`config.mk`:
```
export PLATFORM = sky130hd
export DESIGN_NAME = dram_dcmd_issuer
export DESIGN_NICKNAME = d
export VERILOG_FILES = /design/src/rtl/dram_dcmd_pkg.sv /design/src/rtl/dram_dcmd_decode.sv /design/src/rtl/dram_dcmd_chip.sv /design/src/rtl/dram_dcmd_mrr.sv /design/src/rtl/dram_dcmd_issuer.sv
export SDC_FILE = /design/constraint.sdc
export NUM_CORES = 1
export LEC_CHECK = 0
export BUFFER_PORTS_ARGS = -buffer_cell sky130_fd_sc_hd__buf_2
export CORE_MARGIN = 2
export CORE_UTILIZATION = 60
export CTS_BUF_LIST = sky130_fd_sc_hd__clkbuf_16
export CTS_CLUSTER_DIAMETER = 200
export DETAILED_ROUTE_END_ITERATION = 7
export GPL_TIMING_DRIVEN = 1
export PLACE_DENSITY = 0.92
export SYNTH_ARGS = -nofsm -noshare
export SYNTH_HDL_FRONTEND = slang
export SYNTH_HIERARCHICAL = 1
export SYNTH_SLANG_ARGS = --single-unit
```
`constraint.sdc`:
```
create_clock -name clk_i -period 6.1 [get_ports clk_i]
set_input_delay 0.915 -clock clk_i [delete_from_list [all_inputs] [get_ports clk_i]]
set_output_delay 0.915 -clock clk_i [all_outputs]
set_load 0.02 [all_outputs]
```
`src/rtl/dram_dcmd_pkg.sv`:
```
package dram_dcmd_pkg;
  localparam int TYPE_LSB = 24;
  localparam int CHIP_LSB = 20;
  localparam int CHIP_W   = 1;
  localparam int BANK_LSB = 16;
  localparam int BANK_W   = 3;
  localparam int ADDR_W   = 15;
  localparam int NUM_CHIPS = 1 << CHIP_W;
  localparam int ST_W     = 3;
  localparam logic [31:0] RSVD_MASK = 32'hF0E8_8000;

  typedef enum logic [3:0] {
    CMD_MRS  = 4'd0,
    CMD_PALL = 4'd1,
    CMD_PRE  = 4'd2,
    CMD_DPD  = 4'd3,
    CMD_REFS = 4'd4,
    CMD_REFA = 4'd5,
    CMD_PDE  = 4'd6,
    CMD_NOP  = 4'd7,
    CMD_SRX  = 4'd8,
    CMD_MRR  = 4'd9
  } cmd_e;

  typedef enum logic [2:0] {
    ST_IDLE   = 3'd0,
    ST_ACTIVE = 3'd1,
    ST_PD     = 3'd2,
    ST_SR     = 3'd3,
    ST_DPD    = 3'd4
  } chip_st_e;

  typedef enum logic [1:0] {PW_ON, PW_PD, PW_SR, PW_DPD} pwr_e;
  typedef enum logic [1:0] {PH_IDLE, PH_WAIT, PH_DONE} phase_e;
endpackage

```
`src/rtl/dram_dcmd_decode.sv`:
```
module dram_dcmd_decode
  import dram_dcmd_pkg::*;
(
  input  logic [31:0]        word_i,
  output logic [3:0]         typ_o,
  output logic [CHIP_W-1:0]  chip_o,
  output logic [BANK_W-1:0]  bank_o,
  output logic [ADDR_W-1:0]  addr_o,
  output logic [7:0]         mr_addr_o,
  output logic [7:0]         mr_op_o,
  output logic               fmt_bad_o
);
  assign typ_o     = word_i[TYPE_LSB +: 4];
  assign chip_o    = word_i[CHIP_LSB +: CHIP_W];
  assign bank_o    = word_i[BANK_LSB +: BANK_W];
  assign addr_o    = word_i[ADDR_W-1:0];
  // LPDDR2 mode-register packing
  assign mr_addr_o = {addr_o[1:0], bank_o, addr_o[12:10]};
  assign mr_op_o   = addr_o[9:2];
  assign fmt_bad_o = ((word_i & RSVD_MASK) != '0) || (typ_o > CMD_MRR);
endmodule

```
`src/rtl/dram_dcmd_chip.sv`:
```
module dram_dcmd_chip
  import dram_dcmd_pkg::*;
(
  input  logic              clk_i,
  input  logic              rst_ni,
  input  logic              issue_i,
  input  logic [3:0]        typ_i,
  input  logic [BANK_W-1:0] bank_i,
  input  logic              act_i,
  input  logic [BANK_W-1:0] act_bank_i,
  output logic              legal_o,
  output logic [ST_W-1:0]   state_o
);
  localparam int NB = 1 << BANK_W;

  pwr_e          pwr_q, pwr_n;
  logic [NB-1:0] open_q, open_n;
  logic          idle;

  assign idle = (open_q == '0);

  always_comb begin
    legal_o = 1'b0;
    unique case (pwr_q)
      PW_ON: begin
        case (typ_i)
          CMD_MRS, CMD_MRR, CMD_DPD, CMD_REFS, CMD_REFA: legal_o = idle;
          CMD_PALL, CMD_PRE, CMD_PDE, CMD_NOP:           legal_o = 1'b1;
          default:                                       legal_o = 1'b0;
        endcase
      end
      PW_PD, PW_DPD: legal_o = (typ_i == CMD_NOP);
      PW_SR:         legal_o = (typ_i == CMD_SRX);
    endcase
  end

  always_comb begin
    pwr_n  = pwr_q;
    open_n = open_q;
    if (issue_i) begin
      if (pwr_q == PW_ON) begin
        case (typ_i)
          CMD_PALL: open_n = '0;
          CMD_PRE:  open_n[bank_i] = 1'b0;
          CMD_DPD:  pwr_n = PW_DPD;
          CMD_REFS: pwr_n = PW_SR;
          CMD_PDE:  pwr_n = PW_PD;
          default:  ;
        endcase
      end else begin
        pwr_n = PW_ON;
      end
    end
    // activations count only while the chip is awake
    if (act_i && pwr_n == PW_ON) open_n[act_bank_i] = 1'b1;
  end

  always_ff @(posedge clk_i or negedge rst_ni) begin
    if (!rst_ni) begin
      pwr_q  <= PW_ON;
      open_q <= '0;
    end else begin
      pwr_q  <= pwr_n;
      open_q <= open_n;
    end
  end

  always_comb begin
    unique case (pwr_q)
      PW_ON:  state_o = idle ? ST_IDLE : ST_ACTIVE;
      PW_PD:  state_o = ST_PD;
      PW_SR:  state_o = ST_SR;
      PW_DPD: state_o = ST_DPD;
    endcase
  end

  assert_issue_legal_R7: assert property (@(posedge clk_i) disable iff (!rst_ni)
    issue_i |-> legal_o);
  assert_mr_idle_R5: assert property (@(posedge clk_i) disable iff (!rst_ni)
    (issue_i && (typ_i == CMD_MRS || typ_i == CMD_MRR)) |-> (open_q == '0 && pwr_q == PW_ON));
  assert_pd_hold_R7: assert property (@(posedge clk_i) disable iff (!rst_ni)
    (pwr_q == PW_PD && !(issue_i && typ_i == CMD_NOP)) |=> pwr_q == PW_PD);
  assert_sr_hold_R8: assert property (@(posedge clk_i) disable iff (!rst_ni)
    (pwr_q == PW_SR && !(issue_i && typ_i == CMD_SRX)) |=> pwr_q == PW_SR);
  assert_dpd_idle_R9: assert property (@(posedge clk_i) disable iff (!rst_ni)
    (issue_i && typ_i == CMD_DPD) |-> open_q == '0);
  assert_pall_R10: assert property (@(posedge clk_i) disable iff (!rst_ni)
    (issue_i && typ_i == CMD_PALL && !act_i) |=> open_q == '0);
endmodule

```
`src/rtl/dram_dcmd_mrr.sv`:
```
module dram_dcmd_mrr #(
  parameter int LAT  = 4,
  parameter int RD_W = 8
) (
  input  logic            clk_i,
  input  logic            rst_ni,
  input  logic            start_i,
  input  logic [RD_W-1:0] rd_data_i,
  output logic            valid_o,
  output logic [RD_W-1:0] data_o
);
  localparam int CW = $clog2(LAT + 1);

  logic [CW-1:0] cnt_q;

  always_ff @(posedge clk_i or negedge rst_ni) begin
    if (!rst_ni) begin
      cnt_q   <= '0;
      valid_o <= 1'b0;
      data_o  <= '0;
    end else begin
      valid_o <= 1'b0;
      if (start_i) begin
        cnt_q <= CW'(LAT);
      end else if (cnt_q != '0) begin
        cnt_q <= cnt_q - 1'b1;
        if (cnt_q == CW'(1)) begin
          valid_o <= 1'b1;
          data_o  <= rd_data_i;
        end
      end
    end
  end

  assert_pulse_R11: assert property (@(posedge clk_i) disable iff (!rst_ni)
    valid_o |=> !valid_o);
endmodule

```
`src/rtl/dram_dcmd_issuer.sv`:
```
module dram_dcmd_issuer
  import dram_dcmd_pkg::*;
#(
  parameter int MRR_LAT = 4,
  parameter int RD_W    = 8
) (
  input  logic                      clk_i,
  input  logic                      rst_ni,
  input  logic                      cmd_valid_i,
  input  logic [31:0]               cmd_word_i,
  input  logic [NUM_CHIPS-1:0]      queue_empty_i,
  input  logic                      act_valid_i,
  input  logic [CHIP_W-1:0]         act_chip_i,
  input  logic [BANK_W-1:0]         act_bank_i,
  input  logic [RD_W-1:0]           rd_data_i,
  output logic                      busy_o,
  output logic                      err_o,
  output logic                      ca_valid_o,
  output logic [NUM_CHIPS-1:0]      ca_cs_o,
  output logic [3:0]                ca_cmd_o,
  output logic [BANK_W-1:0]         ca_bank_o,
  output logic [ADDR_W-1:0]         ca_addr_o,
  output logic [7:0]                mr_addr_o,
  output logic [7:0]                mr_op_o,
  output logic                      mrr_valid_o,
  output logic [RD_W-1:0]           mrr_data_o,
  output logic [NUM_CHIPS*ST_W-1:0] chip_state_o
);
  phase_e              phase_q;
  logic [31:0]         word_q;
  logic [3:0]          typ;
  logic [CHIP_W-1:0]   chip;
  logic [BANK_W-1:0]   bank;
  logic [ADDR_W-1:0]   addr;
  logic [7:0]          mr_addr, mr_op;
  logic                fmt_bad;
  logic [NUM_CHIPS-1:0] legal_vec, cs_dec;
  logic                legal, go, issue;

  dram_dcmd_decode u_decode (
    .word_i    (word_q),
    .typ_o     (typ),
    .chip_o    (chip),
    .bank_o    (bank),
    .addr_o    (addr),
    .mr_addr_o (mr_addr),
    .mr_op_o   (mr_op),
    .fmt_bad_o (fmt_bad)
  );

  for (genvar c = 0; c < NUM_CHIPS; c++) begin : g_chip
    dram_dcmd_chip u_chip (
      .clk_i      (clk_i),
      .rst_ni     (rst_ni),
      .issue_i    (issue && chip == CHIP_W'(c)),
      .typ_i      (typ),
      .bank_i     (bank),
      .act_i      (act_valid_i && act_chip_i == CHIP_W'(c)),
      .act_bank_i (act_bank_i),
      .legal_o    (legal_vec[c]),
      .state_o    (chip_state_o[c*ST_W +: ST_W])
    );
  end

  always_comb begin
    cs_dec       = '0;
    cs_dec[chip] = 1'b1;
  end

  assign legal  = legal_vec[chip] && !fmt_bad;
  assign go     = (phase_q == PH_WAIT) && queue_empty_i[chip];
  assign issue  = go && legal;
  assign busy_o = (phase_q != PH_IDLE);

  always_ff @(posedge clk_i or negedge rst_ni) begin
    if (!rst_ni) begin
      phase_q    <= PH_IDLE;
      word_q     <= '0;
      err_o      <= 1'b0;
      ca_valid_o <= 1'b0;
      ca_cs_o    <= '0;
      ca_cmd_o   <= '0;
      ca_bank_o  <= '0;
      ca_addr_o  <= '0;
      mr_addr_o  <= '0;
      mr_op_o    <= '0;
    end else begin
      ca_valid_o <= issue;
      ca_cs_o    <= issue ? cs_dec : '0;
      unique case (phase_q)
        PH_IDLE: if (cmd_valid_i) begin
          word_q  <= cmd_word_i;
          phase_q <= PH_WAIT;
        end
        PH_WAIT: if (go) phase_q <= PH_DONE;
        PH_DONE: phase_q <= PH_IDLE;
        default: phase_q <= PH_IDLE;
      endcase
      if (go && !legal) err_o <= 1'b1;
      if (issue) begin
        ca_cmd_o  <= typ;
        ca_bank_o <= bank;
        ca_addr_o <= addr;
        mr_addr_o <= mr_addr;
        mr_op_o   <= mr_op;
      end
    end
  end

  dram_dcmd_mrr #(.LAT(MRR_LAT), .RD_W(RD_W)) u_mrr (
    .clk_i     (clk_i),
    .rst_ni    (rst_ni),
    .start_i   (issue && typ == CMD_MRR),
    .rd_data_i (rd_data_i),
    .valid_o   (mrr_valid_o),
    .data_o    (mrr_data_o)
  );

  assert_one_cycle_R2: assert property (@(posedge clk_i) disable iff (!rst_ni)
    ca_valid_o |=> !ca_valid_o);
  assert_busy_clear_R2: assert property (@(posedge clk_i) disable iff (!rst_ni)
    ca_valid_o |=> !busy_o);
  assert_cs_onehot_R2: assert property (@(posedge clk_i) disable iff (!rst_ni)
    ca_valid_o |-> $countones(ca_cs_o) == 1);
  assert_queue_empty_R3: assert property (@(posedge clk_i) disable iff (!rst_ni)
    ca_valid_o |-> ($past(queue_empty_i) & ca_cs_o) != '0);
  assert_err_sticky_R12: assert property (@(posedge clk_i) disable iff (!rst_ni)
    err_o |=> err_o);
  assert_ignore_busy_R13: assert property (@(posedge clk_i) disable iff (!rst_ni)
    (busy_o && phase_q != PH_DONE) |=> $stable(word_q));
endmodule

```
Yosys cells after proc, flatten, opt, wreduce, memory -nomap -nowiden. Cells that the tools add are included.

Bits in registers: 108. Bits of input ports: 50. Output and inout bits: 58. Word-level logic and storage cells: 129.

Add/subtract/negate cells: 1. $lt $le $gt $ge: 7. Equal/unequal tests: 19. Multiplexer cells: 41. Bitwise logic cells: 8. Reductions and logical operators: 36.

Operators by type and width (number): $mux 8 (6); $pmux 8 s2 (2); $reduce_bool 32->1 (1); $pmux 3 s4 (2); $and 8x8->8 (2); $eq 4x3->1 const B (4); $logic_not 8->1 (2); $or 8x8->8 (2); $logic_and 1x1->1 (14); $mux 2 (7); $mux 1 (12); $pmux 2 s3 (2); $logic_not 2->1 (5); $eq 2x2->1 const B (4); $eq 4x2->1 const B (2); $eq 4x4->1 const B (2); $lt 3x4->1 const B (2); $not 8->8 (1); $demux 1 s3 (2); $eq 2x1->1 const B (3); $ge 3x1->1 const B (2); $mux 3 (2); $pmux 1 s3 (2); $reduce_or 5->1 (1); 20 further kinds (28).

Depth between registers and ports, before layout.
Word-level depth: 13. Gate-level depth with buffers: 15.

Modules after synthesis. Netlist, hierarchy kept.

By module, submodules not included: dram_dcmd_issuer (instances 1, cells each 171, area each 2884.0 um2, seq. area each 1901.8 um2); dram_dcmd_chip (instances 2, cells each 86, area each 818.3 um2, seq. area each 250.2 um2); dram_dcmd_mrr (instances 1, cells each 34, area each 505.5 um2, seq. area each 300.3 um2); dram_dcmd_decode (instances 1, cells each 44, area each 325.3 um2, seq. area each 0.0 um2).

Worst setup path before layout. Ideal clock, no wire load.

Kind: register -> register. From: register g_chip[1].u_chip.open_q[6]. To: register g_chip[0].u_chip.open_q[0]. Library setup time: 0.151 ns. Data arrival time: 3.021 ns. Required time: 5.949 ns. Setup slack: 2.928 ns. Cell stages (with the launch flop): 14. Buffers on the path: 2. Cells stage by stage: dfrtp_1 -> nor4_1 -> nand2_1 -> a211oi_1 -> o32a_1 -> mux2i_1 -> nor4_4 -> buf_6 -> nor2b_1 -> nand3b_1 -> or3_1 -> buf_2 -> o21ai_0 -> o41ai_1.

Cells in the longest elaborated chain, start to end: 12.

RTL lines: start, declared (line dram_dcmd_chip.sv:17) `logic [NB-1:0] open_q, open_n;`; start signal, assigned (line dram_dcmd_chip.sv:64) `open_q <= open_n;`; $logic_not 8->1 (*) (line dram_dcmd_chip.sv:20) `assign idle = (open_q == '0);`; $pmux 1 s2 (*) (line dram_dcmd_chip.sv:26) `case (typ_i)`; $pmux 1 s3 (*) (line dram_dcmd_chip.sv:24) `unique case (pwr_q)`; named net legal_vec[1] (line dram_dcmd_issuer.sv:37) `logic [NUM_CHIPS-1:0] legal_vec, cs_dec;`; $mux 1 (not written as such) (*) (2 in a row) (line dram_dcmd_issuer.sv:70) `assign legal = legal_vec[chip] && !fmt_bad;`; $logic_and 1x1->1 (*) (line dram_dcmd_issuer.sv:70); $logic_and 1x1->1 (*) (line dram_dcmd_issuer.sv:72) `assign issue = go && legal;`; named net issue (line dram_dcmd_issuer.sv:38) `logic legal, go, issue;`; $logic_and 1x1->1 (*) (line dram_dcmd_issuer.sv:55) `.issue_i (issue && chip == CHIP_W'(c)),`; $mux 2 (line dram_dcmd_chip.sv:40) `if (issue_i) begin`; $logic_not 2->1 (line dram_dcmd_chip.sv:55) `if (act_i && pwr_n == PW_ON) open_n[act_bank_i] = 1'b1;`; $logic_and 1x1->1 (line dram_dcmd_chip.sv:55); $mux 8 (*) (line dram_dcmd_chip.sv:55); named net g_chip[0].u_chip.open_n[0] (line dram_dcmd_chip.sv:17); end signal, assigned (line dram_dcmd_chip.sv:64); end, declared (line dram_dcmd_chip.sv:17).

The timed path passes the listed nets; every way through them passes the cells marked *. The select of a mux whose other input is x is not followed. A chain may end at the register's enable or synchronous reset.

Worst setup path after layout.
From: register g_chip[0].u_chip.open_q[2]. To: register g_chip[0].u_chip.open_q[3].

Cells in the longest elaborated chain, start to end: 12.

RTL lines: $logic_not 8->1 (line dram_dcmd_chip.sv:20); $pmux 1 s2 (line dram_dcmd_chip.sv:26); $pmux 1 s3 (line dram_dcmd_chip.sv:24); named net legal_vec[0] (line dram_dcmd_issuer.sv:37); $mux 1 (not written as such) (2 in a row) (line dram_dcmd_issuer.sv:70); $logic_and 1x1->1 (line dram_dcmd_issuer.sv:70); $logic_and 1x1->1 (line dram_dcmd_issuer.sv:72); $logic_and 1x1->1 (line dram_dcmd_issuer.sv:55); $mux 2 (line dram_dcmd_chip.sv:40); named net g_chip[0].u_chip.pwr_n[1] (line dram_dcmd_chip.sv:16) `pwr_e pwr_q, pwr_n;`; $logic_not 2->1 (line dram_dcmd_chip.sv:55); $logic_and 1x1->1 (line dram_dcmd_chip.sv:55); $mux 8 (line dram_dcmd_chip.sv:55); named net g_chip[0].u_chip.open_n[3] (line dram_dcmd_chip.sv:17).

The timed path passes the listed nets, and every way through them passes these cells. The select of a mux whose other input is x is not followed.

==> results.py <==
metrics = {
    "status": {
        "status": "finished, final reports clean",
    },
    "floorplan": {
        "fp.dieW_um": 98.4,
        "starting_density_of_the_core_pct": 61.7,
        "chipHeight_um": 98.4,
        "die_area_mm2": 0.00969,
        "io_pins": 108,
        "row_count": 34,
        "fp.coreArea_mm2": 0.00868,
    },
    "clock_network": {
        "cts_root_buffer": "sky130_fd_sc_hd__clkbuf_16",
        "cts-resized-gates": 0,
        "post_cts_setup_buffers": 0,
        "cts-buffers-inserted": 9,
        "cts_tree": "built",
        "cts.reportedPaths.clkPinSlew_ps": 80,
        "cts_max_level": 3,
        "number_of_hold_buffers_added_after_cts": 0,
        "insertion_delay_ps": 340,
        "cts.path.max_buffers": 2,
        "clock_sink_count": 108,
    },
    "timing": {
        "final.min_clock_period_ps": 4140,
        "fmax_ghz": 0.241,
        "fin_crit_sh_pct": 67.9,
        "max-slew-margin-rel_pct": 38.2,
        "timing.final.hold_violations": 0,
        "grt_setup_unrepaired": "no",
        "final-setup-viol-count": 0,
        "timing_max_transition_violations_final": 0,
        "tightestPinTransition_ps": 925,
        "fin_tns_setup_ps": 0,
        "fin_skew_ps": 9.08,
        "fin_hold_ws_ps": 445,
    },
    "hold_path": {
        "min_to": "phase_q[0]$_DFFE_PN0P_",
        "hold_depth": 1,
        "hold_start": "phase_q[1]$_DFFE_PN0P_",
        "hp-class": "reg -> reg",
    },
    "layout": {
        "post-route-util_pct": 68.0,
        "layout-area-overhead-vs-synth_pct": 10.3,
        "final_layout_size_suffix_gt1_share_pct": 44.3,
        "design_area_mm2": 0.00590,
        "fill_cells": 633,
        "final_net_count": 550,
        "antennaDiodeCount": 0,
    },
    "critical_path": {
        "r2r_slack_ps": 1960,
        "cp.required_ps": 6290,
        "cp_max_fo": 42,
        "worstReg2RegEnd": "g_chip[0].u_chip/open_q[3]$_DFF_PN0_",
        "critical_path.reg2reg.startpoint": "g_chip[0].u_chip/open_q[2]$_DFF_PN0_",
        "cp_data_arrival_time_ps": 4330,
        "criticalPathCategory": "reg -> reg",
        "cp-end-kind": "register",
        "reg2regPathDepth": 12,
        "critPathLaunchType": "register",
    },
    "route": {
        "route.detailed.drc": 0,
        "detail_route.iter0.violations": 248,
        "finalWirelength_um": 11000,
        "route.detailed.wl_per_inst_um": 18.3,
        "routed-via-count": 3562,
        "drt-vias-per-instance": 5.96,
        "first_pass_iters": 5,
        "ant_nets": 0,
    },
    "placed_design": {
        "port-buffer-count": 107,
        "placedInstanceArea_mm2": 0.00561,
        "place_hpwl_um": 7540,
        "place_congestion": 0.853,
    },
    "logic_synthesis": {
        "synth_edf_count": 0,
        "yosysTopAreaCellShare_pct": 50.5,
        "synth_cell_type_count": 45,
        "synth-async-reset-ratio_pct": 100,
        "synth_top_cells_by_area": "sky130_fd_sc_hd__dfrtp_1, sky130_fd_sc_hd__mux2_2, sky130_fd_sc_hd__buf_4",
        "yosys_warns": 6,
        "synth.top_cells.by_count": "sky130_fd_sc_hd__dfrtp_1, sky130_fd_sc_hd__mux2_2, sky130_fd_sc_hd__buf_4, sky130_fd_sc_hd__o21ai_0, sky130_fd_sc_hd__o41ai_1",
        "post_synthesis_instance_area_mm2": 0.00535,
        "ys_seq_elements": 108,
        "mappedNetlistNets": 486,
        "synthDominantAreaCellType": "sky130_fd_sc_hd__dfrtp_1",
        "synthMostInstantiatedCell": "sky130_fd_sc_hd__dfrtp_1",
        "post_synth_inst_count": 421,
        "post_synth.cell_area_avg_um2": 12.7,
        "synth-seq-area-share_pct": 50.5,
        "dominant_register_cell_in_the_synthesized_netlist": "sky130_fd_sc_hd__dfrtp_1",
    },
    "grt": {
        "antenna_violations_before_repair": 0,
        "grt_first_pass_wirelength_um": 18200,
        "grt.overflow.total": 0,
        "via_count_of_the_first_global_routing_pass": 3730,
        "largest_net_degree_at_the_start_of_global_routing": 66,
        "grt_use_total_pct": 23.4,
    },
    "power": {
        "peakVddDrop_uv": 214,
        "power_density_mw_per_mm2": 393,
        "leakagePower_nw": 2.87,
    },
    "job": {
        "max-cap-violations": 0,
    },
}
how the worst max path moves through the flow:
stage,endpoint,start,cells after the start
global placement,g_chip[0].u_chip/open_q[1]$_DFF_PN0_,word_q[26]$_DFFE_PN0P_,12
floorplan,g_chip[0].u_chip/open_q[0]$_DFF_PN0_,g_chip[1].u_chip/open_q[6]$_DFF_PN0_,13
CTS,g_chip[0].u_chip/open_q[3]$_DFF_PN0_,word_q[26]$_DFFE_PN0P_,12
global route,g_chip[0].u_chip/open_q[3]$_DFF_PN0_,word_q[26]$_DFFE_PN0P_,12
detailed placement,g_chip[0].u_chip/open_q[1]$_DFF_PN0_,word_q[26]$_DFFE_PN0P_,12
finish,g_chip[0].u_chip/open_q[3]$_DFF_PN0_,g_chip[0].u_chip/open_q[2]$_DFF_PN0_,12
state kept, by name (all words and copies together), names as in the netlist:
signal,cells
ca_addr_o,15
ca_valid_o,1
ca_cs_o,2
word_q,32
phase_q,2
u_mrr/valid_o,1
g_chip.u_chip/pwr_q,4
u_mrr/data_o,8
mr_addr_o,8
g_chip.u_chip/open_q,16
err_o,1
ca_cmd_o,4
ca_bank_o,3
mr_op_o,8
u_mrr/cnt_q,3
placed cells by master, fill, tap and decap left out, drive strengths merged:
master  synthesis  routed
buf            56     109
a22oi           2       2
nor4            6       6
dfrtp         108     108
or2b            8       8
or3             2       2
mux2i           3       3
o21ai          23      23
mux2           78      78
a21o            1       1
a31oi          14      14
nand3b          4       4
nor4bb          1       1
and2            3       3
nor4b           1       1
nor2b           2       2
or4b            2       2
o211ai          2       2
and3b           2       2
nand2b          5       5
o41ai          18      18
nand2           8       8
clkinv          0       3
nand4           1       1
inv            15      19
xnor2           5       5
a21oi           6       6
a211oi          3       3
clkbuf          0       9
ha             15      15
and4b           2       2
nor3b           2       2
nor3            1       1
nor2           12      12
or2             4       4
o32a            2       2
o311ai          4       4
stage by stage:
step                setup slack (ps)  power (mW)  instances
floorplan                       2930        1.77        421
global placement                2460        1.70        582
detailed placement              2190        1.76        582
CTS                             1990        2.33        598
global route                    1570        2.45        598
finish                          1960        2.32        598
kinds of logic after synthesis:
family	Yosys count	share of synthesized area, %
XOR/XNOR	5	0.818
buffers and inverters	71	9.28
AND/OR/NAND/NOR	66	8.77
flip-flops	108	50.5
AO/OA/AOI/OAI	75	10.1
multiplexers	81	17.0
adder cells (fa/ha/maj)	15	3.51
area by class of cell:
| class | instances | area [um2] | share of cell area, % |
|---|---|---|---|
| Sequential cell | 108 | 2700 | 45.8 |
| Multi-Input combinational cell | 242 | 2160 | 36.6 |
| Timing Repair Buffer | 109 | 553 | 9.37 |
| Clock buffer | 9 | 225 | 3.82 |
| Tap cell | 108 | 135 | 2.29 |
| Clock inverter | 7 | 71.3 | 1.21 |
| Inverter | 15 | 56.3 | 0.954 |
worst max-delay path: stages (launching register included):
cell	delay (ps)
sky130_fd_sc_hd__dfrtp_1	380
sky130_fd_sc_hd__nor4_1	630
sky130_fd_sc_hd__nand2_1	100
sky130_fd_sc_hd__a211oi_1	260
sky130_fd_sc_hd__o32a_1	180
sky130_fd_sc_hd__mux2i_1	140
sky130_fd_sc_hd__nor4_4	160
sky130_fd_sc_hd__buf_4	480
sky130_fd_sc_hd__nor2b_1	420
sky130_fd_sc_hd__nand3b_4	130
sky130_fd_sc_hd__o311ai_1	350
sky130_fd_sc_hd__o21ai_2	220
sky130_fd_sc_hd__o41ai_1	530
metal layers:
| metal | global-route usage, % | wire [um] | vias to the layer above |
|---|---|---|---|
| li1 | - | - | 1614 |
| met1 | 30.4 | 4460 | 1777 |
| met2 | 38.9 | 5490 | 150 |
| met3 | 5.82 | 823 | 21 |
| met4 | 7.90 | 180 | 0 |
| met5 | 0 | 0 | - |
power by group:
group          total [mW]  internal, mW  switching (mW)
logic               0.625         0.317           0.309
registers            1.13         0.896           0.235
clock network       0.565         0.288           0.277
total                2.32          1.50           0.821
Note: power is estimated with default switching activity, not from simulation.
